File: src/rtl/mxbus_pkg.sv
package mxbus_pkg;
    localparam int PH_W = 3;
    localparam logic [PH_W-1:0] PH_LAUNCH    = 3'd0;
    localparam logic [PH_W-1:0] PH_AS_RISE   = 3'd1;
    localparam logic [PH_W-1:0] PH_AS_LAST   = 3'd2;
    localparam logic [PH_W-1:0] PH_ADDR_LAST = 3'd3;
    localparam logic [PH_W-1:0] PH_E_RISE    = 3'd4;
    localparam logic [PH_W-1:0] PH_WD_FIRST  = 3'd5;
    localparam logic [PH_W-1:0] PH_SAMPLE    = 3'd7;
endpackage

File: src/rtl/mxbus_phase.sv
module mxbus_phase
    import mxbus_pkg::*;
(
    input  logic            clk,
    input  logic            rst_n,
    output logic [PH_W-1:0] phase_q,
    output logic [PH_W-1:0] phase_nx
);
    logic [PH_W-1:0] phase_d;

    always_comb begin
        phase_d  = phase_q + PH_W'(1);
        phase_nx = phase_d;
    end

    always_ff @(posedge clk or negedge rst_n) begin
        if (!rst_n) phase_q <= PH_LAUNCH;
        else        phase_q <= phase_d;
    end

    AST_PHASE_WRAP: assert property (@(posedge clk) disable iff (!rst_n)
        ($past(phase_q) == PH_SAMPLE) |-> (phase_q == PH_LAUNCH));
endmodule

File: src/rtl/mxbus_xact.sv
module mxbus_xact
    import mxbus_pkg::*;
#(
    parameter int ADDR_W = 16,
    parameter int DATA_W = 8
) (
    input  logic              clk,
    input  logic              rst_n,
    input  logic [PH_W-1:0]   phase_q,
    input  logic              req_valid,
    input  logic              req_write,
    input  logic [ADDR_W-1:0] req_addr,
    input  logic [DATA_W-1:0] req_wdata,
    output logic              req_ready,
    output logic              nx_active,
    output logic              nx_write,
    output logic [ADDR_W-1:0] nx_addr,
    output logic [DATA_W-1:0] nx_wdata,
    output logic              cur_active,
    output logic              cur_write
);
    typedef struct packed {
        logic              active;
        logic              write;
        logic [ADDR_W-1:0] addr;
        logic [DATA_W-1:0] wdata;
    } xact_t;

    xact_t x_d, x_q;

    always_comb begin
        x_d       = x_q;
        req_ready = (phase_q == PH_LAUNCH);
        if (req_ready) begin
            x_d.active = req_valid;
            if (req_valid) begin
                x_d.write = req_write;
                x_d.addr  = req_addr;
                x_d.wdata = req_wdata;
            end
        end
        nx_active  = x_d.active;
        nx_write   = x_d.write;
        nx_addr    = x_d.addr;
        nx_wdata   = x_d.wdata;
        cur_active = x_q.active;
        cur_write  = x_q.write;
    end

    always_ff @(posedge clk or negedge rst_n) begin
        if (!rst_n) x_q <= '0;
        else        x_q <= x_d;
    end

    AST_ACCEPT_PHASE: assert property (@(posedge clk) disable iff (!rst_n)
        (x_q.active != $past(x_q.active)) |-> ($past(phase_q) == PH_LAUNCH));
endmodule

File: src/rtl/mxbus_pins.sv
module mxbus_pins
    import mxbus_pkg::*;
#(
    parameter int ADDR_W = 16,
    parameter int DATA_W = 8,
    localparam int HI_W  = ADDR_W - DATA_W
) (
    input  logic              clk,
    input  logic              rst_n,
    input  logic [PH_W-1:0]   phase_q,
    input  logic [PH_W-1:0]   phase_nx,
    input  logic              nx_active,
    input  logic              nx_write,
    input  logic [ADDR_W-1:0] nx_addr,
    input  logic [DATA_W-1:0] nx_wdata,
    output logic              bus_e,
    output logic              bus_as,
    output logic              bus_rw,
    output logic [DATA_W-1:0] bus_ad_out,
    output logic              bus_ad_oe,
    output logic [HI_W-1:0]   bus_addr_hi
);
    typedef struct packed {
        logic              e;
        logic              as_;
        logic              rw;
        logic [HI_W-1:0]   hi;
        logic [DATA_W-1:0] ad;
        logic              oe;
    } pin_t;

    pin_t p_d, p_q;
    logic addr_win, data_win;

    always_comb begin
        p_d      = p_q;
        addr_win = (phase_nx >= PH_AS_RISE) && (phase_nx <= PH_ADDR_LAST);
        data_win = (phase_nx >= PH_WD_FIRST) || (phase_nx == PH_LAUNCH);

        p_d.e   = (phase_nx >= PH_E_RISE);
        p_d.as_ = nx_active && (phase_nx >= PH_AS_RISE) && (phase_nx <= PH_AS_LAST);

        if (phase_nx == PH_AS_RISE) begin
            p_d.rw = !(nx_active && nx_write);
            if (nx_active) p_d.hi = nx_addr[ADDR_W-1:DATA_W];
        end

        p_d.oe = 1'b0;
        if (nx_active && addr_win) begin
            p_d.oe = 1'b1;
            p_d.ad = nx_addr[DATA_W-1:0];
        end else if (nx_active && nx_write && data_win) begin
            p_d.oe = 1'b1;
            p_d.ad = nx_wdata;
        end
    end

    always_ff @(posedge clk or negedge rst_n) begin
        if (!rst_n) begin
            p_q    <= '0;
            p_q.rw <= 1'b1;
        end else begin
            p_q <= p_d;
        end
    end

    assign bus_e       = p_q.e;
    assign bus_as      = p_q.as_;
    assign bus_rw      = p_q.rw;
    assign bus_ad_out  = p_q.ad;
    assign bus_ad_oe   = p_q.oe;
    assign bus_addr_hi = p_q.hi;

    AST_E_EDGE_PHASE: assert property (@(posedge clk) disable iff (!rst_n)
        (bus_e != $past(bus_e)) |-> (phase_q == PH_LAUNCH || phase_q == PH_E_RISE));
    AST_AS_IN_E_LOW: assert property (@(posedge clk) disable iff (!rst_n)
        bus_as |-> (!bus_e && !$past(bus_e)));
    AST_AS_QUARTER: assert property (@(posedge clk) disable iff (!rst_n)
        $fell(bus_as) |-> $past(bus_as, 2));
    AST_ADDR_HOLD: assert property (@(posedge clk) disable iff (!rst_n)
        $fell(bus_as) |-> (bus_ad_oe && $stable(bus_ad_out)));
    AST_RW_PHASE1: assert property (@(posedge clk) disable iff (!rst_n)
        (bus_rw != $past(bus_rw)) |-> (phase_q == PH_AS_RISE));
    AST_HI_PHASE1: assert property (@(posedge clk) disable iff (!rst_n)
        (bus_addr_hi != $past(bus_addr_hi)) |-> (phase_q == PH_AS_RISE));
    AST_TURNAROUND: assert property (@(posedge clk) disable iff (!rst_n)
        (phase_q == PH_E_RISE) |-> !bus_ad_oe);
endmodule

File: src/rtl/mxbus_resp.sv
module mxbus_resp
    import mxbus_pkg::*;
#(
    parameter int DATA_W = 8
) (
    input  logic              clk,
    input  logic              rst_n,
    input  logic [PH_W-1:0]   phase_q,
    input  logic              cur_active,
    input  logic              cur_write,
    input  logic [DATA_W-1:0] ad_in,
    output logic              rsp_done,
    output logic [DATA_W-1:0] rsp_rdata
);
    typedef struct packed {
        logic              done;
        logic [DATA_W-1:0] rdata;
    } rsp_t;

    rsp_t r_d, r_q;

    always_comb begin
        r_d      = r_q;
        r_d.done = 1'b0;
        if (cur_active && !cur_write && phase_q == PH_SAMPLE) begin
            r_d.done  = 1'b1;
            r_d.rdata = ad_in;
        end
        if (cur_active && cur_write && phase_q == PH_LAUNCH) begin
            r_d.done = 1'b1;
        end
    end

    always_ff @(posedge clk or negedge rst_n) begin
        if (!rst_n) r_q <= '0;
        else        r_q <= r_d;
    end

    assign rsp_done  = r_q.done;
    assign rsp_rdata = r_q.rdata;

    AST_DONE_PULSE: assert property (@(posedge clk) disable iff (!rst_n)
        rsp_done |=> !rsp_done);
    AST_DONE_PHASE: assert property (@(posedge clk) disable iff (!rst_n)
        rsp_done |-> (phase_q == PH_LAUNCH || phase_q == PH_AS_RISE));
endmodule

File: src/rtl/mxbus_seq.sv
module mxbus_seq
    import mxbus_pkg::*;
#(
    parameter int ADDR_W = 16,
    parameter int DATA_W = 8,
    localparam int HI_W  = ADDR_W - DATA_W
) (
    input  logic              clk,
    input  logic              rst_n,
    input  logic              req_valid,
    output logic              req_ready,
    input  logic              req_write,
    input  logic [ADDR_W-1:0] req_addr,
    input  logic [DATA_W-1:0] req_wdata,
    output logic              rsp_done,
    output logic [DATA_W-1:0] rsp_rdata,
    output logic              bus_e,
    output logic              bus_as,
    output logic              bus_rw,
    output logic [DATA_W-1:0] bus_ad_out,
    output logic              bus_ad_oe,
    input  logic [DATA_W-1:0] bus_ad_in,
    output logic [HI_W-1:0]   bus_addr_hi
);
    logic [PH_W-1:0]   phase_q, phase_nx;
    logic              nx_active, nx_write, cur_active, cur_write;
    logic [ADDR_W-1:0] nx_addr;
    logic [DATA_W-1:0] nx_wdata;

    mxbus_phase u_phase (
        .clk(clk), .rst_n(rst_n), .phase_q(phase_q), .phase_nx(phase_nx)
    );

    mxbus_xact #(.ADDR_W(ADDR_W), .DATA_W(DATA_W)) u_xact (
        .clk(clk), .rst_n(rst_n), .phase_q(phase_q),
        .req_valid(req_valid), .req_write(req_write),
        .req_addr(req_addr), .req_wdata(req_wdata), .req_ready(req_ready),
        .nx_active(nx_active), .nx_write(nx_write),
        .nx_addr(nx_addr), .nx_wdata(nx_wdata),
        .cur_active(cur_active), .cur_write(cur_write)
    );

    mxbus_pins #(.ADDR_W(ADDR_W), .DATA_W(DATA_W)) u_pins (
        .clk(clk), .rst_n(rst_n), .phase_q(phase_q), .phase_nx(phase_nx),
        .nx_active(nx_active), .nx_write(nx_write),
        .nx_addr(nx_addr), .nx_wdata(nx_wdata),
        .bus_e(bus_e), .bus_as(bus_as), .bus_rw(bus_rw),
        .bus_ad_out(bus_ad_out), .bus_ad_oe(bus_ad_oe), .bus_addr_hi(bus_addr_hi)
    );

    mxbus_resp #(.DATA_W(DATA_W)) u_resp (
        .clk(clk), .rst_n(rst_n), .phase_q(phase_q),
        .cur_active(cur_active), .cur_write(cur_write), .ad_in(bus_ad_in),
        .rsp_done(rsp_done), .rsp_rdata(rsp_rdata)
    );

    AST_READY_NO_STROBE: assert property (@(posedge clk) disable iff (!rst_n)
        req_ready |-> (!bus_as && !bus_e));
endmodule

File: config.mk
export PLATFORM = sky130hd
export DESIGN_NAME = mxbus_seq
export DESIGN_NICKNAME = d
export VERILOG_FILES = /design/src/rtl/mxbus_pkg.sv /design/src/rtl/mxbus_phase.sv /design/src/rtl/mxbus_xact.sv /design/src/rtl/mxbus_pins.sv /design/src/rtl/mxbus_resp.sv /design/src/rtl/mxbus_seq.sv
export SDC_FILE = /design/constraint.sdc
export NUM_CORES = 1
export LEC_CHECK = 0
export BUFFER_PORTS_ARGS = -buffer_cell sky130_fd_sc_hd__buf_2
export CORE_ASPECT_RATIO = 1.5
export CORE_MARGIN = 2
export CORE_UTILIZATION = 35
export DETAILED_ROUTE_END_ITERATION = 16
export MAX_ROUTING_LAYER = met4
export PLACE_DENSITY = 0.6
export SLEW_MARGIN = 20
export SYNTH_ARGS = -nofsm -noshare
export SYNTH_HDL_FRONTEND = slang
export SYNTH_SLANG_ARGS = --single-unit
File: constraint.sdc
create_clock -name clk -period 2.3 [get_ports clk]
set_clock_uncertainty 0.05 [all_clocks]
set_input_delay 0 -clock clk [delete_from_list [all_inputs] [get_ports clk]]
set_output_delay 0 -clock clk [all_outputs]
set_load 0.01 [all_outputs]
==> results.cfg, run 1 <==
[synth]
yosysSeqAreaShare = 0.581
synth_fp_nets = 218
synth-async-reset-ratio = 1.00
synth_area_leaders = dfrtp_1 57%, mux2_2 18%, ha_1 3.0%
syn_inst = 176
synth.top_cell.area_share = 0.571
yosysUniqueCellTypes = 37
synth_top_cell_by_area = dfrtp_1
ys_warn_count = 0
ys.flop_type = dfrtp_1
syn-cell-area_mm2 = 0.00250
syn_avg_cell_area_um2 = 14.2
synth_edf_count = 0
ys_ff_latch = 58

[sta]
max_slew_margin = 0.507
min_period_ns = 2.16
slew_violations = 0
grt_setup_unrepaired = no
tns_ns = 0
fin_crit_sh = 0.939
worst_slew_pin_slew_ns = 0.740
setup_viol = 0
finalHoldViolations = 0
max_freq_mhz = 463
fin_hold_ws_ns = 0.180

[floorplanning]
die_w_um = 73.0
die_height_um = 108
coreArea_mm2 = 0.00690
row_count = 37
die_area_mm2 = 0.00785
initial_core_util = 0.362
ios = 66

[final_layout]
fin_nets = 324
syn_to_final_growth_pct = 40.4
num_antenna_cells = 0
fin_cells = 365
drive_above_1_share = 0.495
fillers = 606

[worst_setup_path]
crit_fanout = 27
crit_chain = inv_1 -> ha_1 -> and3b_2 -> buf_12 -> and4b_1 -> o31a_4 -> o311ai_2
reg2reg_slack_ns = 0.14
critPathKind = reg2reg
cp.required_ns = 2.47
crit_path_end_kind = flop
critPathLaunchType = flop
cpMaxStageDelayCell = dfrtp_2
slowest_delay_ns = 0.43
arrival_ns = 2.32

[global_route]
met2_usage = 0.245
antenna_found_initial = 0
grt_pass1_wl_um = 8870
grt_max_degree = 59
grt_pass1_vias = 1840
met1_usage = 0.184
grt_usage = 0.153
overflow = 0
grt.met3_usage = 0.0346
busiest_layer = met2

[routing]
avgViaCountPerCell = 4.81
wl_per_cell_um = 15.0
ant_nets = 0
drc = 0
drtIter0Drc = 105
dr.pass1.iters = 4
drt_wl_total_um = 5470
via_count = 1757

[power]
power_mw = 2.54
leakage_nw = 1.60
powerDensity_mw_per_mm2 = 723
peakVddDrop_mv = 0.302

[cts]
cts.sinks = 58
cts_tree = yes
cts_setup_buffers = 0
root_buffer = clkbuf_8
clk_latency_ns = 0.33
clkSlewWorstSetupHoldPaths_ns = 0.07
cts_buffer_depth = 2
cts_made_buffers = 9
htreeDepth = 3

[flow_run]
drv_cap = 0

[min_path]
hold_path_class = in2reg

[placement]
dpl.hpwl_um = 3620
place_inst = 315
port_buffers = 65
place_congestion = 0.766

[outcome]
status = complete, no violations
==> layout by cell type, fill, tap and decap left out, drive strengths merged, types with 2 or more instances in the layout <==
| master | instances |
|---|---|
| clkinv | 3 |
| o211ai | 8 |
| nor3 | 2 |
| buf | 71 |
| mux2 | 41 |
| dfrtp | 57 |
| clkbuf | 9 |
| nand4b | 8 |
| o311ai | 8 |
| ha | 6 |
| dlygate4sd3 | 34 |
| clkinvlp | 2 |
| bufinv | 2 |
| inv | 14 |
| nor3b | 2 |
| o21ai | 2 |
==> what timing repair did <==
item	4_1_cts	5_1_grt
hold endpoints to repair	98	0
gates resized for setup	0	8
endpoints found under the setup margin	0	9
hold buffers	34	0
==> through the flow <==
stage | setup WS (ns) | util | instance area, µm²
2_1_floorplan | 0.230 | - | 2500
3_3_place_gp | 0.145 | 0.424 | 2930
3_5_place_dp | 0.0646 | 0.424 | 2930
4_1_cts | 0.0411 | 0.505 | 3480
5_1_grt | 0.0130 | 0.509 | 3510
6_report | 0.141 | 0.509 | 3510
==> flip-flops by register name, indices dropped and copies added, names as in the netlist <==
| signal | count |
|---|---|
| u_pins.bus_rw | 1 |
| u_pins.bus_e | 1 |
| u_phase.phase_q | 3 |
| u_pins.bus_ad_out | 8 |
| u_resp.rsp_done | 1 |
| u_resp.rsp_rdata | 8 |
| u_xact.cur_write | 1 |
| u_xact.cur_active | 1 |
| u_pins.bus_ad_oe | 1 |
| u_pins.bus_addr_hi | 8 |
| u_xact.x_q | 24 |
| u_pins.bus_as | 1 |
==> layout make-up <==
class / count / area (µm²) / share of cell area
clock buffer: 9 / 124 / 0.0353
clock inverter: 7 / 93.8 / 0.0267
inverter: 14 / 52.6 / 0.0150
multi-input combinational: 94 / 966 / 0.275
sequential: 58 / 1450 / 0.414
tap: 78 / 97.6 / 0.0278
timing repair buffer: 105 / 723 / 0.206
==> layer usage <==
layer,up-vias,wire (µm),part of all wire
met5,-,0,0
met4,0,114,0.021
met3,8,152,0.028
met2,39,2860,0.52
met1,859,2350,0.43
li1,851,-,-
==> synthesized netlist by cell type (2+ instances only) <==
master	count
dfrtp_1	57
nand4b_1	8
o211ai_1	8
o21ai_0	2
o311ai_1	7
inv_1	13
buf_2	4
ha_1	6
clkbuf_1	3
mux2_2	41
==> path summary, 6_finish.rpt <==
path / startpoint / to / cells past startpoint
max in group asynchronous: rst_n / u_phase.phase_q[0]$_DFF_PN0_ / 3
hold reg to reg: u_xact.x_q[18]$_DFF_PN0_ / u_xact.x_q[18]$_DFF_PN0_ / 1
min in group asynchronous: rst_n / u_pins.bus_e$_DFF_PN0_ / 3
hold / removal: req_valid / u_xact.cur_write$_DFF_PN0_ / 3
setup reg to reg: u_phase.phase_q[0]$_DFF_PN0_ / u_pins.bus_ad_out[5]$_DFFE_PN0P_ / 7
setup / recovery: u_phase.phase_q[0]$_DFF_PN0_ / u_pins.bus_ad_out[5]$_DFFE_PN0P_ / 7
==> where the power goes <==
| group | switching [mW] | internal [mW] | leakage [nW] |
|---|---|---|---|
| clock | 0.403 | 0.607 | 0.105 |
| combinational | 0.155 | 0.194 | 0.809 |
| sequential | 0.0464 | 1.13 | 0.687 |
==> kinds of logic after synthesis <==
group                      after synthesis  share of synthesized area
muxes                                   41                      0.185
and+or+nand+nor                         23                     0.0756
AOI/OAI and AO/OA                       24                     0.0861
buffers and inverters                   24                     0.0425
DFF                                     58                      0.581
adders and majority gates                6                     0.0300
==> worst max-delay path: cells and delay by family (launching register included) <==
kind | cells | cell delay (ns)
fa+ha+maj | 1 | 0.22
compound gates | 2 | 0.61
simple gates | 2 | 0.47
buf+inv | 2 | 0.28
flops | 1 | 0.43
(Power assumes the default switching activity.)
==> inputs of run 2 (changes only) <==
Clock period 2.3 ns to 2.28 ns, I/O delays scaled along.
==> run 2 against run 1 <==
- die area is the same
- first-iteration DRC count shrank 11%
- clock power grew 13%
- critical path type unchanged
- cell area grew 1.0%
- highest routed layer unchanged
- routed wire length shrank 0.86%
==> results.cfg, run 2 (synthesis gave the netlist of run 1 again) <==
[routing]
drc = 0
drtIter0Drc = 93
dr.pass1.iters = 4
via_count = 1784
wl_per_cell_um = 14.8
avgViaCountPerCell = 4.86
ant_nets = 0
drt_wl_total_um = 5420

[worst_setup_path]
critPathLaunchType = flop
reg2reg_slack_ns = 0.15
cpMaxStageDelayCell = ha_2
r2r_cells = 5
critPathKind = reg2reg
arrival_ns = 2.31
cp.required_ns = 2.45
crit_fanout = 11
slowest_delay_ns = 0.45
crit_path_end_kind = flop
crit_chain = ha_1 -> ha_2 -> and4b_1 -> o31a_4 -> o311ai_1

[sta]
setup_viol = 0
fin_crit_sh = 0.936
max_freq_mhz = 469
tns_ns = 0
worst_slew_pin_slew_ns = 0.731
fin_hold_ws_ns = 0.176
slew_violations = 0
max_slew_margin = 0.512
finalHoldViolations = 0
grt_setup_unrepaired = no
min_period_ns = 2.13

[floorplanning]
coreArea_mm2 = 0.00690
row_count = 37
die_w_um = 73.0
die_height_um = 108
ios = 66
die_area_mm2 = 0.00785
initial_core_util = 0.362

[global_route]
antenna_found_initial = 0
overflow = 0
grt_usage = 0.150
grt_pass1_vias = 1823
grt_pass1_wl_um = 8600
grt_max_degree = 59

[outcome]
status = complete, no violations

[final_layout]
num_antenna_cells = 0
top_register = u_xact.x_q
syn_to_final_growth_pct = 41.9
fillers = 593
drive_above_1_share = 0.495
final_cell_mix = 65 x buf_2, 56 x dfrtp_1, 41 x mux2_2, 34 x dlygate4sd3_1, 13 x inv_1
largest_reg_flops = 24
fin_nets = 326
final_common_cell = buf_2
fin_cells = 367

[cts]
cts.sinks = 58
clk_latency_ns = 0.33
root_buffer = clkbuf_8
clkSlewWorstSetupHoldPaths_ns = 0.07
htreeDepth = 3
cts_made_buffers = 9
cts_tree = yes
cts_buffer_depth = 2

[placement]
port_buffers = 65
place_inst = 316
dpl.hpwl_um = 3670
place_congestion = 0.775

[flow_run]
drv_cap = 0

[min_path]
hold_path_class = in2reg
whs_path_depth = 3

[power]
power_mw = 2.68
leakage_nw = 1.62
powerDensity_mw_per_mm2 = 756
peakVddDrop_mv = 0.362
## run 2: layout make-up
cell class              count  area [µm²]  share of cell area
clock buffers               9         124              0.0349
clock inverters             7         116              0.0328
inverters                  14        52.6              0.0148
multi-input cells          94         965               0.272
flip-flops and latches     58        1450               0.410
well taps                  78        97.6              0.0275
repair buffers            107         738               0.208
## run 2: routing by layer
layer	wire length, µm	track usage	vias to the layer above
li1	-	-	858
met1	2250	0.169	882
met2	2890	0.245	39
met3	171	0.0421	5
met4	104	0.0675	0
met5	0	-	-
## run 2: where the power goes
group	switching (mW)	internal (mW)	leakage, nW
Sequential	0.0482	1.14	0.687
Clock	0.414	0.725	0.120
Combinational	0.156	0.195	0.816
## run 2: through the flow
step | setup WS [ns] | instance area, µm² | utilization
global placement | 0.126 | 2930 | 0.425
finish | 0.146 | 3550 | 0.514
CTS | 0.00794 | 3510 | 0.510
floorplan | 0.210 | 2500 | -
global route | 0.0284 | 3550 | 0.514
detailed placement | 0.0231 | 2930 | 0.425
## run 2: path summary, 6_finish.rpt
check / to / start
setup reg to reg: u_pins.bus_ad_out[3]$_DFFE_PN0P_ / u_phase.phase_q[0]$_DFF_PN0_
hold reg to reg: u_xact.x_q[23]$_DFF_PN0_ / u_xact.x_q[23]$_DFF_PN0_
max in group asynchronous: u_phase.phase_q[0]$_DFF_PN0_ / rst_n
hold / removal: u_xact.cur_write$_DFF_PN0_ / req_valid
min in group asynchronous: u_pins.bus_e$_DFF_PN0_ / rst_n
setup / recovery: u_pins.bus_ad_out[3]$_DFFE_PN0P_ / u_phase.phase_q[0]$_DFF_PN0_
## run 2: what timing repair did
action,in CTS,in global routing
endpoints found under the setup margin,0,9
hold buffers,34,0
buffers inserted,0,1
endpoints found under the hold margin,98,0
resized for setup,0,8
## run 2: worst max-delay path: cells and delay by family (launching register included)
family	cells	cell delay, ns
AND/OR/NAND/NOR	1	0.23
flip-flops	1	0.43
adder cells (fa/ha/maj)	2	0.67
AO/OA/AOI/OAI	2	0.64
